$ cat config.mk
export PLATFORM = sky130hd
export DESIGN_NAME = mcyc_timing_gen
export DESIGN_NICKNAME = d
export VERILOG_FILES = /design/src/rtl/mcyc_pkg.sv /design/src/rtl/mcyc_sequencer.sv /design/src/rtl/mcyc_strobes.sv /design/src/rtl/mcyc_rst_qual.sv /design/src/rtl/mcyc_timing_gen.sv
export SDC_FILE = /design/constraint.sdc
export NUM_CORES = 1
export LEC_CHECK = 0
export CORE_AREA = 4 4 41 43
export CTS_CLUSTER_DIAMETER = 60
export DETAILED_ROUTE_END_ITERATION = 12
export DIE_AREA = 0 0 45 47
export PLACE_DENSITY = 0.73
export SETUP_SLACK_MARGIN = 0.3
export SYNTH_ARGS = -nofsm -noshare
export SYNTH_HDL_FRONTEND = slang
export SYNTH_SLANG_ARGS = --single-unit
$ cat constraint.sdc
create_clock -name clk -period 1.55 [get_ports clk]
set_input_delay 0.155 -clock clk [delete_from_list [all_inputs] [get_ports clk]]
set_output_delay 0.155 -clock clk [all_outputs]
set_load 0.05 [all_outputs]
$ cat src/rtl/mcyc_pkg.sv
// Shared defaults and types for the machine-cycle timing generator.
package mcyc_pkg;
    localparam int unsigned STATES_DEF         = 6;  // states per machine cycle
    localparam int unsigned CLKS_PER_STATE_DEF = 2;  // oscillator clocks per state
    localparam int unsigned ALE_OFS_DEF        = 1;  // latch pulse offset in a half-cycle
    localparam int unsigned FETCH_OFS_DEF      = 3;  // fetch window start in a half-cycle
    localparam int unsigned FETCH_LEN_DEF      = 3;  // fetch window length in clocks
    localparam int unsigned QUAL_CYCLES_DEF    = 2;  // whole cycles the reset pin must hold
    localparam int unsigned SYNC_STAGES_DEF    = 2;  // reset pin synchroniser depth

    // Access kind latched for one machine cycle.
    typedef struct packed {
        logic ext_code;
        logic ext_data;
    } cyc_mode_t;
endpackage

$ cat src/rtl/mcyc_sequencer.sv
// Machine-cycle sequencer.
// Counts oscillator clocks inside a state and states inside a cycle. It
// publishes the one-hot state, the phase bit, the linear clock position and
// a flag for the last clock of the cycle.
// Assumes CLKS_PER_STATE is even and at least 2, and STATES is at least 2.
module mcyc_sequencer #(
    parameter int unsigned STATES         = 6,
    parameter int unsigned CLKS_PER_STATE = 2,
    parameter int unsigned TICK_W         = $clog2(STATES * CLKS_PER_STATE)
) (
    input  logic              clk,
    input  logic              rst_n,
    output logic [STATES-1:0] state_oh,
    output logic              phase_p2,
    output logic [TICK_W-1:0] tick,
    output logic              last_clk
);
    localparam int unsigned SUB_W = $clog2(CLKS_PER_STATE);
    localparam int unsigned ST_W  = $clog2(STATES);
    localparam logic [SUB_W-1:0] SUB_LAST = SUB_W'(CLKS_PER_STATE - 1);
    localparam logic [SUB_W-1:0] SUB_HALF = SUB_W'(CLKS_PER_STATE / 2);
    localparam logic [ST_W-1:0]  ST_LAST  = ST_W'(STATES - 1);

    logic [SUB_W-1:0] sub_q;
    logic [ST_W-1:0]  st_q;

    // Advance the clock-in-state counter and, on its wrap, the state counter.
    always_ff @(posedge clk) begin
        if (!rst_n) begin
            sub_q <= '0;
            st_q  <= '0;
        end else if (sub_q == SUB_LAST) begin
            sub_q <= '0;
            st_q  <= (st_q == ST_LAST) ? '0 : st_q + 1'b1;
        end else begin
            sub_q <= sub_q + 1'b1;
        end
    end

    // One decoder bit per state.
    for (genvar g = 0; g < STATES; g++) begin : g_state
        assign state_oh[g] = (st_q == ST_W'(g));
    end

    // Phase, linear position and end-of-cycle flag.
    always_comb begin
        phase_p2 = (sub_q >= SUB_HALF);
        tick     = TICK_W'(st_q) * TICK_W'(CLKS_PER_STATE) + TICK_W'(sub_q);
        last_clk = (st_q == ST_LAST) && (sub_q == SUB_LAST);
    end
endmodule

$ cat src/rtl/mcyc_strobes.sv
// External bus strobe generator.
// Latches the access mode at each cycle boundary. It decodes the address
// latch enable and the active-low fetch strobe from the clock position
// within each half-cycle.
// Assumes CYCLE_CLKS is even, and that both windows fit inside a half-cycle.
module mcyc_strobes
    import mcyc_pkg::*;
#(
    parameter int unsigned CYCLE_CLKS = 12,
    parameter int unsigned TICK_W     = $clog2(CYCLE_CLKS),
    parameter int unsigned ALE_OFS    = 1,
    parameter int unsigned FETCH_OFS  = 3,
    parameter int unsigned FETCH_LEN  = 3
) (
    input  logic              clk,
    input  logic              rst_n,
    input  logic [TICK_W-1:0] tick,
    input  logic              last_clk,
    input  logic              ext_code,
    input  logic              ext_data,
    output logic              ale,
    output logic              psen_n
);
    localparam logic [TICK_W-1:0] HALF    = TICK_W'(CYCLE_CLKS / 2);
    localparam logic [TICK_W-1:0] ALE_POS = TICK_W'(ALE_OFS);
    localparam logic [TICK_W-1:0] F_BEG   = TICK_W'(FETCH_OFS);
    localparam logic [TICK_W-1:0] F_END   = TICK_W'(FETCH_OFS + FETCH_LEN);

    cyc_mode_t        mode_q;
    logic [TICK_W-1:0] pos;
    logic             fetch_win;

    // Capture the access mode for the cycle that the next edge begins.
    always_ff @(posedge clk) begin
        if (!rst_n) begin
            mode_q <= '0;
        end else if (last_clk) begin
            mode_q <= '{ext_code: ext_code, ext_data: ext_data};
        end
    end

    // Fold the position into a half-cycle and decode both strobes.
    always_comb begin
        pos       = (tick >= HALF) ? tick - HALF : tick;
        ale       = (pos == ALE_POS);
        fetch_win = (pos >= F_BEG) && (pos < F_END);
        psen_n    = !(fetch_win && mode_q.ext_code && !mode_q.ext_data);
    end
endmodule

$ cat src/rtl/mcyc_rst_qual.sv
// Reset pin qualifier.
// Synchronises the asynchronous pin. The core reset is raised only after the
// synchronised pin has been high at QUAL_CYCLES+1 consecutive cycle
// boundaries, which guarantees QUAL_CYCLES whole machine cycles.
// Assumes SYNC_STAGES is at least 2.
module mcyc_rst_qual #(
    parameter int unsigned QUAL_CYCLES = 2,
    parameter int unsigned SYNC_STAGES = 2
) (
    input  logic clk,
    input  logic rst_n,
    input  logic pin,
    input  logic boundary,
    output logic core_rst
);
    localparam int unsigned CNT_MAX = QUAL_CYCLES + 1;
    localparam int unsigned CNT_W   = $clog2(CNT_MAX + 1);
    localparam logic [CNT_W-1:0] CNT_TOP = CNT_W'(CNT_MAX);

    logic [SYNC_STAGES-1:0] sync_q;
    logic [CNT_W-1:0]       cnt_q;
    logic                   pin_s;

    // Shift the raw pin through the synchroniser chain.
    always_ff @(posedge clk) begin
        if (!rst_n) sync_q <= '0;
        else        sync_q <= {sync_q[SYNC_STAGES-2:0], pin};
    end

    assign pin_s = sync_q[SYNC_STAGES-1];

    // Count boundaries seen with the pin high; any low restarts the count.
    always_ff @(posedge clk) begin
        if (!rst_n || !pin_s) begin
            cnt_q <= '0;
        end else if (boundary && (cnt_q != CNT_TOP)) begin
            cnt_q <= cnt_q + 1'b1;
        end
    end

    assign core_rst = (cnt_q == CNT_TOP);
endmodule

$ cat src/rtl/mcyc_timing_gen.sv
// Machine-cycle timing and bus strobe generator (top).
// Wires the sequencer, the strobe decoder and the reset qualifier together.
// The oscillator clock drives every register; rst_n is synchronous.
module mcyc_timing_gen
    import mcyc_pkg::*;
#(
    parameter int unsigned STATES         = STATES_DEF,
    parameter int unsigned CLKS_PER_STATE = CLKS_PER_STATE_DEF,
    parameter int unsigned ALE_OFS        = ALE_OFS_DEF,
    parameter int unsigned FETCH_OFS      = FETCH_OFS_DEF,
    parameter int unsigned FETCH_LEN      = FETCH_LEN_DEF,
    parameter int unsigned QUAL_CYCLES    = QUAL_CYCLES_DEF,
    parameter int unsigned SYNC_STAGES    = SYNC_STAGES_DEF
) (
    input  logic              clk,
    input  logic              rst_n,
    input  logic              rst_pin,
    input  logic              ext_code,
    input  logic              ext_data,
    output logic [STATES-1:0] state_oh,
    output logic              phase_p2,
    output logic              ale,
    output logic              psen_n,
    output logic              core_rst
);
    localparam int unsigned CYCLE_CLKS = STATES * CLKS_PER_STATE;
    localparam int unsigned TICK_W     = $clog2(CYCLE_CLKS);

    logic [TICK_W-1:0] tick;
    logic              last_clk;

    mcyc_sequencer #(
        .STATES        (STATES),
        .CLKS_PER_STATE(CLKS_PER_STATE),
        .TICK_W        (TICK_W)
    ) u_seq (
        .clk     (clk),
        .rst_n   (rst_n),
        .state_oh(state_oh),
        .phase_p2(phase_p2),
        .tick    (tick),
        .last_clk(last_clk)
    );

    mcyc_strobes #(
        .CYCLE_CLKS(CYCLE_CLKS),
        .TICK_W    (TICK_W),
        .ALE_OFS   (ALE_OFS),
        .FETCH_OFS (FETCH_OFS),
        .FETCH_LEN (FETCH_LEN)
    ) u_strb (
        .clk     (clk),
        .rst_n   (rst_n),
        .tick    (tick),
        .last_clk(last_clk),
        .ext_code(ext_code),
        .ext_data(ext_data),
        .ale     (ale),
        .psen_n  (psen_n)
    );

    mcyc_rst_qual #(
        .QUAL_CYCLES(QUAL_CYCLES),
        .SYNC_STAGES(SYNC_STAGES)
    ) u_rq (
        .clk     (clk),
        .rst_n   (rst_n),
        .pin     (rst_pin),
        .boundary(last_clk),
        .core_rst(core_rst)
    );
endmodule

==> results.md, run 1 <==
Routing:
- The detail-routed net length per standard cell is 11.3 µm.
- Summed over all layers, the routed wires come to 1.11 mm.
- The detailed router finished its first iteration with 3 violations.
- After detailed routing, the number of remaining DRC violations is 0.
- The number of detailed-routing iterations run before antenna repair is 4.
- The final antenna-violating net count is 0.
- Dividing the detail-routed via count by the number of cells gives 4.87.
- The detailed router placed 477 vias in this run.

Clock tree:
- The TritonCTS buffer count is 3.
- CTS built an H-tree with a depth of 1.
- The TritonCTS clock tree is built.
- The latest clock arrival within the worst-skew pair is 0.25 ns.
- Buffers inserted to repair hold after CTS numbered 0.
- The clock passes through at most 2 buffers.
- The clock net sink count is 10.
- The clock-pin slew reported for the worst setup and hold paths after clock tree synthesis is 0.06 ns.
- CTS placed an instance of sky130_fd_sc_hd__clkbuf_4 at the clock tree root.

Floorplanning:
- The die is 45 µm wide.
- The area of the die is 0.00212 mm².
- The I/O pin total is 15.
- From bottom edge to top edge, the die measures 47 µm.
- The initial utilization of the core area, before any placement, comes to 0.452.
- The standard cell core area is 0.00130 mm².
- After floorplanning, the core was divided into 13 placement rows.

STA:
- The clock period minus worst slack is 1.75 ns.
- Dividing the final minimum period by the clock period gives 1.13.
- The final setup violation count is 2.
- Headroom to the max-slew limit came out at 0.786.
- Setup repair after global routing could not meet its margin everywhere.
- The final number of hold-violating endpoints is 0.
- The minimum setup slack in the final design is -0.202 ns.
- The final max-slew violation count came to 0.
- The actual transition at the worst max-transition pin is 0.321 ns.
- The fmax is 571 MHz.
- The worst clock skew on the final layout is 0.00512 ns.

Power:
- The combinational fraction of design power is 0.354.
- The share of total power dissipated in the clock network is 0.248.
- The post-route total power is 0.000706 W.
- The analysis attributes to cell leakage a power of 0.430 nW.
- The switching power summed over all nets is 0.000214 W.
- The internal cell power is 0.000492 W.
- The power density over the cells is 688 mW/mm².
- The switching power as a share of total power is 0.303.
- The portion of total power attributed to sequential cells is 0.398.
- The highest ir drop seen on vdd is 0.616 mV.

Logic synthesis:
- The post-synthesis cell count is 59.
- Summing every instance area after synthesis gives 588 µm².
- After synthesis the netlist holds a flip-flop and latch count of 10.
- By area the synthesized netlist is led by sky130_fd_sc_hd__dfxtp_1 (34%), sky130_fd_sc_hd__ha_1 (13%), sky130_fd_sc_hd__mux2i_1 (8.5%).
- The number of warning messages in the yosys log is 0.
- The number of unique standard cell types used by synthesis is 23.
- Counting flops with an async set or reset pin after synthesis yields a share of 0.
- The share of synthesized area occupied by flip-flops and latches is 0.340.
- The number of nets produced by synthesis is 70.
- The share of Yosys cell area claimed by the top area cell type is 0.340.
- The top cell type by total area after synthesis is sky130_fd_sc_hd__dfxtp_1.
- In the synthesized netlist the dominant register cell turns out to be sky130_fd_sc_hd__dfxtp_1.
- Each instance of the synthesized netlist takes up on average 9.97 µm².
- In this run, synthesis inferred 0 flip-flops with an integrated enable.

Place:
- Buffers placed on the I/O ports in this run total 14.
- Timing analysis after detailed placement gives a worst setup slack of 0.0423 ns.
- The routability-driven placement congestion ratio is 0.749.
- Summed over all nets, the half-perimeter wirelength after detailed placement is 830 µm.
- The post-detailed-placement cell area is 877 µm².

Global routing:
- For this run, the total global-route usage over all layers was measured as 0.122.
- The busiest metal layer after global routing is met2.
- The initial antenna violation count came to 0.
- The met3 capacity usage during global routing is 0.0115.
- For this run, global-route usage on met1 was measured as 0.112.
- In the global route stage, met2 resource usage came out at 0.254.
- The remaining global-route overflow is 0.
- The wire length of the first global-routing pass is 1.85 mm.
- The number of global-route vias before repair is 477.
- The largest net degree at the start of global routing is 11.

Finish:
- The number of inserted diodes is 0.
- The final standard cell utilization of the core is 0.789.
- In the final design database the tool counted 95 nets.
- The area growth from synthesis to layout is 74.7%.
- Of the cells placed in the final design, the portion with a size suffix greater than 1 is 0.602.
- The library cells used most frequently in the layout, excluding fill and tap cells, are sky130_fd_sc_hd__buf_12 (7), sky130_fd_sc_hd__nor2b_1 (6), sky130_fd_sc_hd__dfxtp_1 (6).
- The most common library cell in the layout ignoring fill and taps is sky130_fd_sc_hd__buf_12.
- The number of fillers in the final layout is 90.
- The post-route cell area is 0.00103 mm².

Hold path:
- The worst hold path belongs to the class reg2reg.

Worst setup path:
- Of all nets on the critical path, the largest fanout is 5.
- The data required time of the critical path is 1.39 ns.
- For the worst setup path, the data arrival time is 1.60 ns.
- The critical path endpoint category is an output pin.
- The type of origin of the critical path is a flip-flop.
- The critical path is of the reg2out type.

Run status:
- The run finished, with violations left.
- The checks that failed: negative setup slack.

Flow run:
- The number of maximum-capacitance constraint violations is 0.
-- power groups by stage --
| stage | registers, W | logic (W) | clock network (W) |
|---|---|---|---|
| after floorplan | 0.000290 | 0.000123 | 0 |
| after global placement | 0.000287 | 0.000200 | 0 |
| after detailed placement | 0.000287 | 0.000202 | 0 |
| after CTS | 0.000280 | 0.000232 | 0.000187 |
| after global routing | 0.000283 | 0.000264 | 0.000200 |
| final | 0.000281 | 0.000250 | 0.000175 |
-- path summary, 6_finish.rpt --
check / slack [ns] / from / to / depth (start not counted)
worst max-delay path: -0.20 / u_seq.st_q[0] / psen_n / 6
worst min-delay path: 0.44 / u_rq.sync_q[0] / u_rq.sync_q[1] / 1
worst max register to register: 0.20 / u_seq.st_q[0] / u_rq.cnt_q[1] / 7
worst min register to register: 0.44 / u_rq.sync_q[0] / u_rq.sync_q[1] / 1
-- metrics by stage --
step                      hold WS, ns  instances  TNS [ns]
after floorplan                 0.277         59         0
after global placement          0.423         88         0
after detailed placement        0.432         88         0
after CTS                       0.448         97    -0.312
after global routing            0.463         98    -0.460
final                           0.443         98    -0.272
-- worst max-delay path: stages (launching register included) --
cell and delay [ns]:
sky130_fd_sc_hd__dfxtp_4 0.39, sky130_fd_sc_hd__inv_4 0.05, sky130_fd_sc_hd__ha_4 0.24, sky130_fd_sc_hd__nor2b_2 0.10, sky130_fd_sc_hd__o21ai_1 0.06, sky130_fd_sc_hd__a221o_2 0.35
sky130_fd_sc_hd__buf_8 0.15
-- flip-flops by register name, summed over array words and instances, names as in the netlist --
register / flops
u_rq.cnt_q: 2
u_rq.sync_q: 2
u_seq.st_q: 3
u_seq.sub_q: 1
u_strb.mode_q: 2
-- area by class of cell --
type	instances	area, µm²	area share
multi-input combinational	43	457	0.445
timing repair buffer	22	293	0.285
sequential	10	213	0.207
clock buffer	4	26.3	0.0256
inverter	4	20.0	0.0195
tap	15	18.8	0.0183
-- per-layer routing --
| metal | vias to the layer above | part of all wire |
|---|---|---|
| li1 | 246 | - |
| met1 | 220 | 0.38 |
| met2 | 11 | 0.58 |
| met3 | 0 | 0.043 |
| met4 | 0 | 0 |
| met5 | - | 0 |
-- repair_timing --
| action | CTS | global route |
|---|---|---|
| gates resized for setup | 14 | 8 |
| setup endpoints to repair | 11 | 15 |
| pin swaps | 5 | 6 |
| buffers inserted | 5 | 1 |
-- synthesized netlist by cell type (all sizes together), types with 2 or more instances --
cell   number
dfxtp      10
nor2b       7
ha          6
mux2i       5
a21oi       4
and2b       4
inv         4
and2        3
nor2        3
buf         2
nand2       2
o21ai       2
-- logic make-up (layout without fill, tap and decap cells) --
kind of cell | Yosys count | count (layout) | synth area share
AND/OR/NAND/NOR | 23 | 23 | 0.279
multiplexers | 5 | 5 | 0.0851
XOR/XNOR | 1 | 1 | 0.0149
adder cells (fa/ha/maj) | 6 | 6 | 0.128
AO/OA/AOI/OAI | 8 | 8 | 0.0893
buffers and inverters | 6 | 30 | 0.0638
flip-flops | 10 | 10 | 0.340
Note: power is estimated with default switching activity, not from simulation.
==> inputs of run 2 (changes only) <==
CAP_MARGIN = 40   (was unset)
CORE_AREA = 2 2 39 41   (was 4 4 41 43)
DIE_AREA = 0 0 41 43   (was 0 0 45 47)
PLACE_DENSITY = 0.68   (was 0.73)
SYNTH_HIERARCHICAL = 1   (was unset)
==> results.md, run 2 <==
Power:
- The internal cell power is 0.000541 W (+9.9%).
- The highest ir drop seen on vdd is 0.488 mV (-21%).
- The switching power as a share of total power was 0.292 (-0.0110).
- The switching power summed over all nets came to 0.000223 W (+4.3%).
- The reported leakage power is 0.371 nW (-14%).
- The post-route total power was 0.000764 W (+8.2%).
- The power density over the cells is 775 mW/mm² (+13%).
- The share of power burned in the clock network is 0.294 (+0.046).
- The portion of total power attributed to sequential cells was 0.373 (-0.025).
- The combinational fraction of design power came to 0.334 (-0.020).

Global routing:
- The overall routing resource usage came to 0.158 (+0.0359).
- The number of global-route vias before repair was 462 (-3.1%).
- The initial antenna violation count is 0 (unchanged).
- The wire length of the first global-routing pass is 1.90 mm (+3.0%).
- The remaining global-route overflow is 0 (unchanged).
- The largest net degree at the start of global routing is 13 (+2).

Finish:
- The number of inserted diodes is 0 (unchanged).
- The area added between synthesis and finish is 88.5%.
- The most common library cell in the layout ignoring fill and taps is sky130_fd_sc_hd__buf_12.
- The library cells used most frequently in the layout, excluding fill and tap cells, are sky130_fd_sc_hd__buf_12 (9), sky130_fd_sc_hd__buf_6 (6), sky130_fd_sc_hd__dfxtp_1 (6).
- The number of flip-flops in the largest register is 3 (unchanged).
- The post-route cell area is 986 µm² (-4.0%).
- The layout cell share with drive strength beyond 1 was 0.525 (-0.0774).
- The number of nets in the layout is 89 (-6.3%).
- The number of fillers in the final layout is 93 (+3.3%).
- The non-filler instance count after layout was 96 (-2.0%).
- The largest register by flop count is u_seq/st_q.

Routing:
- The number of vias per cell after detailed routing is 4.81 (-1.1%).
- The post-detailed-routing wire length is 992 µm (-10%).
- The final antenna-violating net count is 0 (unchanged).
- The final routed DRC violation total is 0 (unchanged).
- The vias after detailed routing came to 462 (-3.1%).
- The detail-routed net length per standard cell came to 10.3 µm (-8.5%).
- The count of routing violations after the opening detailed-route iteration is 2 (-1).
- The number of detailed-routing iterations run before antenna repair is 2 (-2).

Floorplanning:
- The area of the die was 0.00176 mm² (-17%).
- The standard cell core area is 0.00138 mm² (+6.3%).
- The horizontal extent of the die is 41 µm (-8.9%).
- The I/O pin total came to 15 (unchanged).
- The overall die height was 43 µm (-8.5%).
- The placement row count is 14 (+1).
- The starting density of the core was 0.378 (-0.0740).

Place:
- The post-detailed-placement cell area is 838 µm² (-4.4%).
- The instance count after placement with tap cells included is 84 (-4.5%).
- The routability-driven placement congestion ratio is 0.684 (-8.6%).
- The count of buffers from port buffering is 14 (unchanged).

Worst setup path:
- The worst path arrival time is 1.44 ns (-0.16 ns).
- The worst setup path category is reg2out.
- The number of cells traversed by the worst register-to-register path is 4 (-3).
- The maximum fanout count along the critical path came to 4 (-1).
- The data required time of the critical path is 1.39 ns (about the same).
- STA classifies the critical path startpoint as a flip-flop.
- The most critical setup path has its startpoint at u_seq/st_q[0].
- In this run the critical register-to-register path is launched from u_seq/st_q[0].
- The critical path endpoint category is an output pin.

Logic synthesis:
- The post-synthesis async set-or-reset flop share is 0 (unchanged).
- Sorting the synthesized cells by area gives the leading types as sky130_fd_sc_hd__dfxtp_1 (38%), sky130_fd_sc_hd__ha_1 (7.2%), sky130_fd_sc_hd__mux2i_1 (5.7%).
- The number of warning messages in the yosys log is 6 (+6).
- Among all flip-flop cells after synthesis, the most frequent one is sky130_fd_sc_hd__dfxtp_1.
- The flip-flop and latch count after synthesis is 10 (unchanged).
- The combined area of all synthesized cells is 523 µm² (-11%).
- The share of synthesized area occupied by flip-flops and latches is 0.383 (+0.0423).
- The number of unique standard cell types used by synthesis is 26 (+13%).
- The most repeated cell in the gate-level netlist after synthesis is sky130_fd_sc_hd__dfxtp_1.
- The share of Yosys cell area claimed by the top area cell type is 0.383 (+0.0423).
- The largest total area in the synthesized netlist belongs to sky130_fd_sc_hd__dfxtp_1.
- The number of flops mapped to enable cells by yosys was 0 (unchanged).
- The number of nets produced by synthesis is 62 (-11%).
- The post-synthesis cell count is 54 (-8.5%).
- Sorting the synthesized cells by how often they occur yields sky130_fd_sc_hd__dfxtp_1 (10), sky130_fd_sc_hd__nor2_1 (5).
- The mean instance size in the synthesized netlist is 9.69 µm² (-2.8%).

STA:
- The final max-slew violation count was 0 (unchanged).
- The final worst hold slack is 0.436 ns (-0.00674 ns).
- The clock period minus worst slack is 1.59 ns (-0.161 ns).
- The minimum setup slack in the final design was -0.0409 ns (+0.161 ns).
- The setup TNS is -0.0409 ns (+0.231 ns).
- The final setup violation count is 1 (-1).
- The actual transition at the worst max-transition pin is 0.218 ns (-0.102 ns).
- The ratio of final minimum period to clock period is 1.03 (-0.104).
- The fmax was 629 MHz (+10%).
- The worst relative slew slack is 0.854 (+0.0679).
- The worst clock skew on the final layout is 0.000808 ns (-0.00431 ns).
- The final number of hold-violating endpoints came to 0 (unchanged).
- Setup repair after global routing could not meet its margin everywhere.

Clock tree:
- The latest clock arrival within the worst-skew pair was 0.25 ns (about the same).
- The clock-pin slew reported for the worst setup and hold paths after clock tree synthesis is 0.06 ns (about the same).
- TritonCTS built the clock tree.
- The maximum level of the CTS H-tree is 1 (unchanged).
- The clock net sink count is 10 (unchanged).
- CTS placed an instance of sky130_fd_sc_hd__clkbuf_4 at the clock tree root.
- The largest buffer count on any clock path is 2 (unchanged).
- The hold buffer count at cts is 0 (unchanged).
- The TritonCTS buffer count is 3 (unchanged).

Run status:
- The final reports fail on negative setup slack.
- The flow ran to the end, but the final reports show violations.

Hold path:
- The instance count along the most critical hold path was 1 (unchanged).
- The type of the worst min-delay path is reg2reg.
- The startpoint of the worst hold path is u_rq/sync_q[0].

Flow run:
- The number of maximum-capacitance constraint violations came to 0 (unchanged).
run 2: cell types whose count changed after synthesis, moves of 2 or more:
cell and delta:
sky130_fd_sc_hd__nor2b_1 -3, sky130_fd_sc_hd__a21oi_1 -3, sky130_fd_sc_hd__mux2i_1 -2, sky130_fd_sc_hd__ha_1 -3, sky130_fd_sc_hd__nor3_1 +2, sky130_fd_sc_hd__buf_6 -2
sky130_fd_sc_hd__nor3b_1 +3, sky130_fd_sc_hd__and2b_2 -3, sky130_fd_sc_hd__xnor2_1 +2, sky130_fd_sc_hd__nor2_1 +2
run 2: final timing paths:
| path | end | slack [ns] |
|---|---|---|
| max | psen_n | -0.04 |
| min | u_rq/sync_q[1] | 0.44 |
| max reg2reg | u_seq/st_q[2] | 0.17 |
| min reg2reg | u_rq/sync_q[1] | 0.44 |
run 2: critical path, cell delays in order, from the launching register on:
cell and delay [ns]:
sky130_fd_sc_hd__dfxtp_4 0.36, sky130_fd_sc_hd__ha_4 0.22, sky130_fd_sc_hd__nor2b_1 0.12, sky130_fd_sc_hd__o21ai_1 0.12, sky130_fd_sc_hd__nand4b_1 0.16, sky130_fd_sc_hd__buf_12 0.19
run 2: kinds of logic (layout without fill, tap and decap cells):
kind of cell    count (synthesis)  in the layout  share of synthesized area
compound gates                  7              7                      0.100
xor+xnor                        2              2                     0.0335
fa+ha+maj                       3              3                     0.0718
buf+inv                         5             31                     0.0454
flops                          10             10                      0.383
mux                             3              3                     0.0574
simple gates                   24             24                      0.309
run 2: cell type report:
class / count / area, µm² / area share
Inverter: 3 / 11.3 / 0.0114
Multi-Input combinational cell: 39 / 380 / 0.386
Clock buffer: 4 / 36.3 / 0.0368
Timing Repair Buffer: 24 / 325 / 0.330
Tap cell: 16 / 20.0 / 0.0203
Sequential cell: 10 / 213 / 0.216
run 2: routing by layer:
| metal | vias up | track usage | routed length (µm) | share of wire |
|---|---|---|---|---|
| met5 | - | 0 | 0 | 0 |
| met4 | 0 | 0.100 | 0 | 0 |
| met3 | 0 | 0.0157 | 35 | 0.035 |
| met2 | 11 | 0.244 | 557 | 0.56 |
| met1 | 209 | 0.198 | 399 | 0.40 |
| li1 | 242 | - | - | - |
run 2: repair_timing:
action,CTS,global route
setup endpoints to repair,10,14
buffers inserted,8,0
gates resized for setup,7,4
pin swaps,5,5
cloned,0,0
run 2: metrics by stage:
step                 util  setup slack, ns
finish              0.712          -0.0409
global route        0.712           -0.119
CTS                 0.694          -0.0659
detailed placement  0.606            0.116
global placement    0.606            0.160
floorplan               -           0.0727
run 2: power by group through the flow:
stage	Clock, W	Combinational [W]	Sequential (W)
floorplan	0	0.000120	0.000299
global placement	0	0.000205	0.000300
detailed placement	0	0.000207	0.000301
CTS	0.000234	0.000246	0.000284
global route	0.000243	0.000274	0.000287
finish	0.000225	0.000255	0.000285
==> inputs of run 3 (changes only) <==
==> constraint.sdc (replaced) <==
create_clock -name clk -period 1.55 [get_ports clk]
set_input_delay 0.3875 -clock clk [delete_from_list [all_inputs] [get_ports clk]]
set_output_delay 0.3875 -clock clk [all_outputs]
set_load 0.05 [all_outputs]
==> results.md, run 3 (synthesis gave the netlist of run 2 again) <==
Worst setup path:
- The number of cells traversed by the worst register-to-register path is 7 (+3).
- The worst setup path category is reg2out.
- The data required time of the critical path is 1.16 ns (-0.23 ns).
- The beginning of the worst register-to-register path is u_seq/st_q[1].
- STA classifies the critical path endpoint as an output pin.
- The type of origin of the critical path is a flip-flop.
- The worst setup path startpoint is u_seq/st_q[0].
- In this run the critical register-to-register path is captured at u_rq/cnt_q[1].
- The worst path arrival time was 1.54 ns (+0.10 ns).
- The maximum fanout count along the critical path was 6 (+2).
- The slack of the worst reg-to-reg path was -0.02 ns (-0.19 ns).

Floorplanning:
- The starting density of the core is 0.378 (unchanged).
- The placement row count was 14 (unchanged).
- The overall die height was 43 µm (unchanged).
- The I/O pin total is 15 (unchanged).
- The area of the die is 0.00176 mm² (unchanged).
- The horizontal extent of the die is 41 µm (unchanged).
- The standard cell core area is 0.00138 mm² (unchanged).

Power:
- The combinational fraction of design power is 0.415 (+0.081).
- The portion of total power attributed to sequential cells was 0.323 (-0.050).
- The internal cell power is 0.000612 W (+13%).
- The post-route total power came to 0.000886 W (+16%).
- The highest ir drop seen on vdd is 0.614 mV (+26%).
- The share of power burned in the clock network is 0.262 (-0.032).
- The switching power summed over all nets is 0.000274 W (+23%).
- The switching power as a share of total power is 0.310 (+0.0174).
- The power density over the cells is 739 mW/mm² (-4.6%).
- The reported leakage power is 0.460 nW (+24%).

Finish:
- The number of flip-flops in the largest register is 3 (unchanged).
- The number of fillers in the final layout is 64 (-31%).
- The number of inserted diodes came to 0 (unchanged).
- The most common library cell in the layout ignoring fill and taps is sky130_fd_sc_hd__buf_12.
- The number of nets in the layout is 102 (+15%).
- The layout cell share with drive strength beyond 1 is 0.656 (+0.131).
- The largest register by flop count is u_seq/st_q.
- Leaving out fill and tap cells, the most frequent cells in the layout are sky130_fd_sc_hd__buf_12 (13), sky130_fd_sc_hd__buf_4 (12), sky130_fd_sc_hd__buf_6 (7).
- The area added between synthesis and finish is 129%.

Run status:
- The run finished, with violations left.
- The final reports fail on negative setup slack.

Routing:
- The count of routing violations after the opening detailed-route iteration is 4 (+2).
- The number of detailed-routing iterations run before antenna repair came to 4 (+2).
- The number of vias per cell after detailed routing was 5.13 (+6.6%).
- The post-detailed-routing wire length was 1.82 mm (+83%).
- The final routed DRC violation total is 0 (unchanged).
- The detail-routed net length per standard cell is 16.7 µm (+61%).
- The vias after detailed routing came to 559 (+21%).
- The final antenna-violating net count was 0 (unchanged).

Clock tree:
- The largest buffer count on any clock path is 2 (unchanged).
- The clock net sink count is 10 (unchanged).
- The TritonCTS buffer count is 3 (unchanged).
- The clock-pin slew reported for the worst setup and hold paths after clock tree synthesis was 0.07 ns (about the same).
- TritonCTS built the clock tree.
- The latest clock arrival within the worst-skew pair is 0.26 ns (about the same).
- The maximum level of the CTS H-tree came to 1 (unchanged).
- The cell sitting at the root of the clock tree is a sky130_fd_sc_hd__clkbuf_4.
- The hold buffer count at cts is 0 (unchanged).

Global routing:
- The largest net degree at the start of global routing is 12 (-1).
- The number of global-route vias before repair is 543 (+18%).
- The remaining global-route overflow is 0 (unchanged).
- The wire length of the first global-routing pass is 2.34 mm (+23%).
- The overall routing resource usage is 0.196 (+0.0385).
- The initial antenna violation count is 0 (unchanged).

Hold path:
- The worst hold path terminates at u_rq/sync_q[1].
- The instance count along the most critical hold path is 1 (unchanged).
- The type of the worst min-delay path is reg2reg.
- The startpoint of the worst hold path is u_rq/sync_q[0].

STA:
- The final max-slew violation count is 0 (unchanged).
- The fmax is 520 MHz (-17%).
- Setup repair after global routing could not meet its margin everywhere.
- The final worst hold slack came to 0.436 ns (+0.0000750 ns).
- The worst relative slew slack is 0.853 (-0.00110).
- The minimum setup slack in the final design came to -0.375 ns (-0.334 ns).
- The actual transition at the worst max-transition pin is 0.221 ns (+0.00260 ns).
- The final setup violation count is 9 (+8).
- The ratio of final minimum period to clock period is 1.24 (+0.215).
- The clock period minus worst slack is 1.92 ns (+0.334 ns).
- The worst clock skew on the final layout was 0.00226 ns (+0.00145 ns).
- The final number of hold-violating endpoints was 0 (unchanged).
- The setup TNS came to -1.91 ns (-1.87 ns).

Place:
- The post-DP HPWL is 765 µm.
- The worst setup timing slack at the placement stage is -0.0412 ns (-0.158 ns).
- The count of buffers from port buffering is 14 (unchanged).
- The routability-driven placement congestion ratio came to 0.683 (about the same).

Flow run:
- The number of maximum-capacitance constraint violations is 0 (unchanged).
[run 3: what timing repair did]
action / CTS / global route
buffers inserted: 10 / 9
setup endpoints to repair: 14 / 16
pin swaps: 9 / 8
hold endpoints to repair: 0 / 0
resized for setup: 24 / 7
[run 3: worst max path at each step]
stage	to	slack, ns
after floorplan	psen_n	-0.16
after global placement	psen_n	0.02
after detailed placement	psen_n	-0.04
after CTS	psen_n	-0.32
after global routing	psen_n	-0.41
final	psen_n	-0.37
[run 3: critical path, cell delays in order, from the launching register on]
cell and delay, ns:
sky130_fd_sc_hd__dfxtp_4 0.36, sky130_fd_sc_hd__buf_12 0.12, sky130_fd_sc_hd__buf_12 0.13, sky130_fd_sc_hd__o21ai_1 0.18, sky130_fd_sc_hd__o211ai_1 0.14, sky130_fd_sc_hd__nand4b_1 0.17
sky130_fd_sc_hd__buf_12 0.16
[run 3: power groups by stage]
stage | clock (W) | combinational (W) | sequential, W
global placement | 0 | 0.000235 | 0.000291
CTS | 0.000237 | 0.000318 | 0.000286
floorplan | 0 | 0.000120 | 0.000299
global route | 0.000260 | 0.000382 | 0.000287
finish | 0.000232 | 0.000368 | 0.000286
detailed placement | 0 | 0.000236 | 0.000291
[run 3: routing by layer]
metal	global-route usage	share of wire
met3	0.0314	0.042
met5	0	0
met1	0.205	0.42
met4	0.107	0.018
met2	0.344	0.51
[run 3: final cells by class]
type,instances,area (µm²),share of cell area
clock buffer,4,36.3,0.0303
inverter,3,11.3,0.00939
multi-input combinational,39,432,0.360
sequential,10,215,0.180
tap,16,20.0,0.0167
timing repair buffer,37,484,0.404
[run 3: metrics by stage]
stage	cells	cell area [µm²]	utilization
5_1_grt	109	1200	0.866
6_report	109	1200	0.866
3_3_place_gp	86	878	0.635
3_5_place_dp	86	878	0.635
4_1_cts	100	1110	0.799
2_1_floorplan	54	594	-
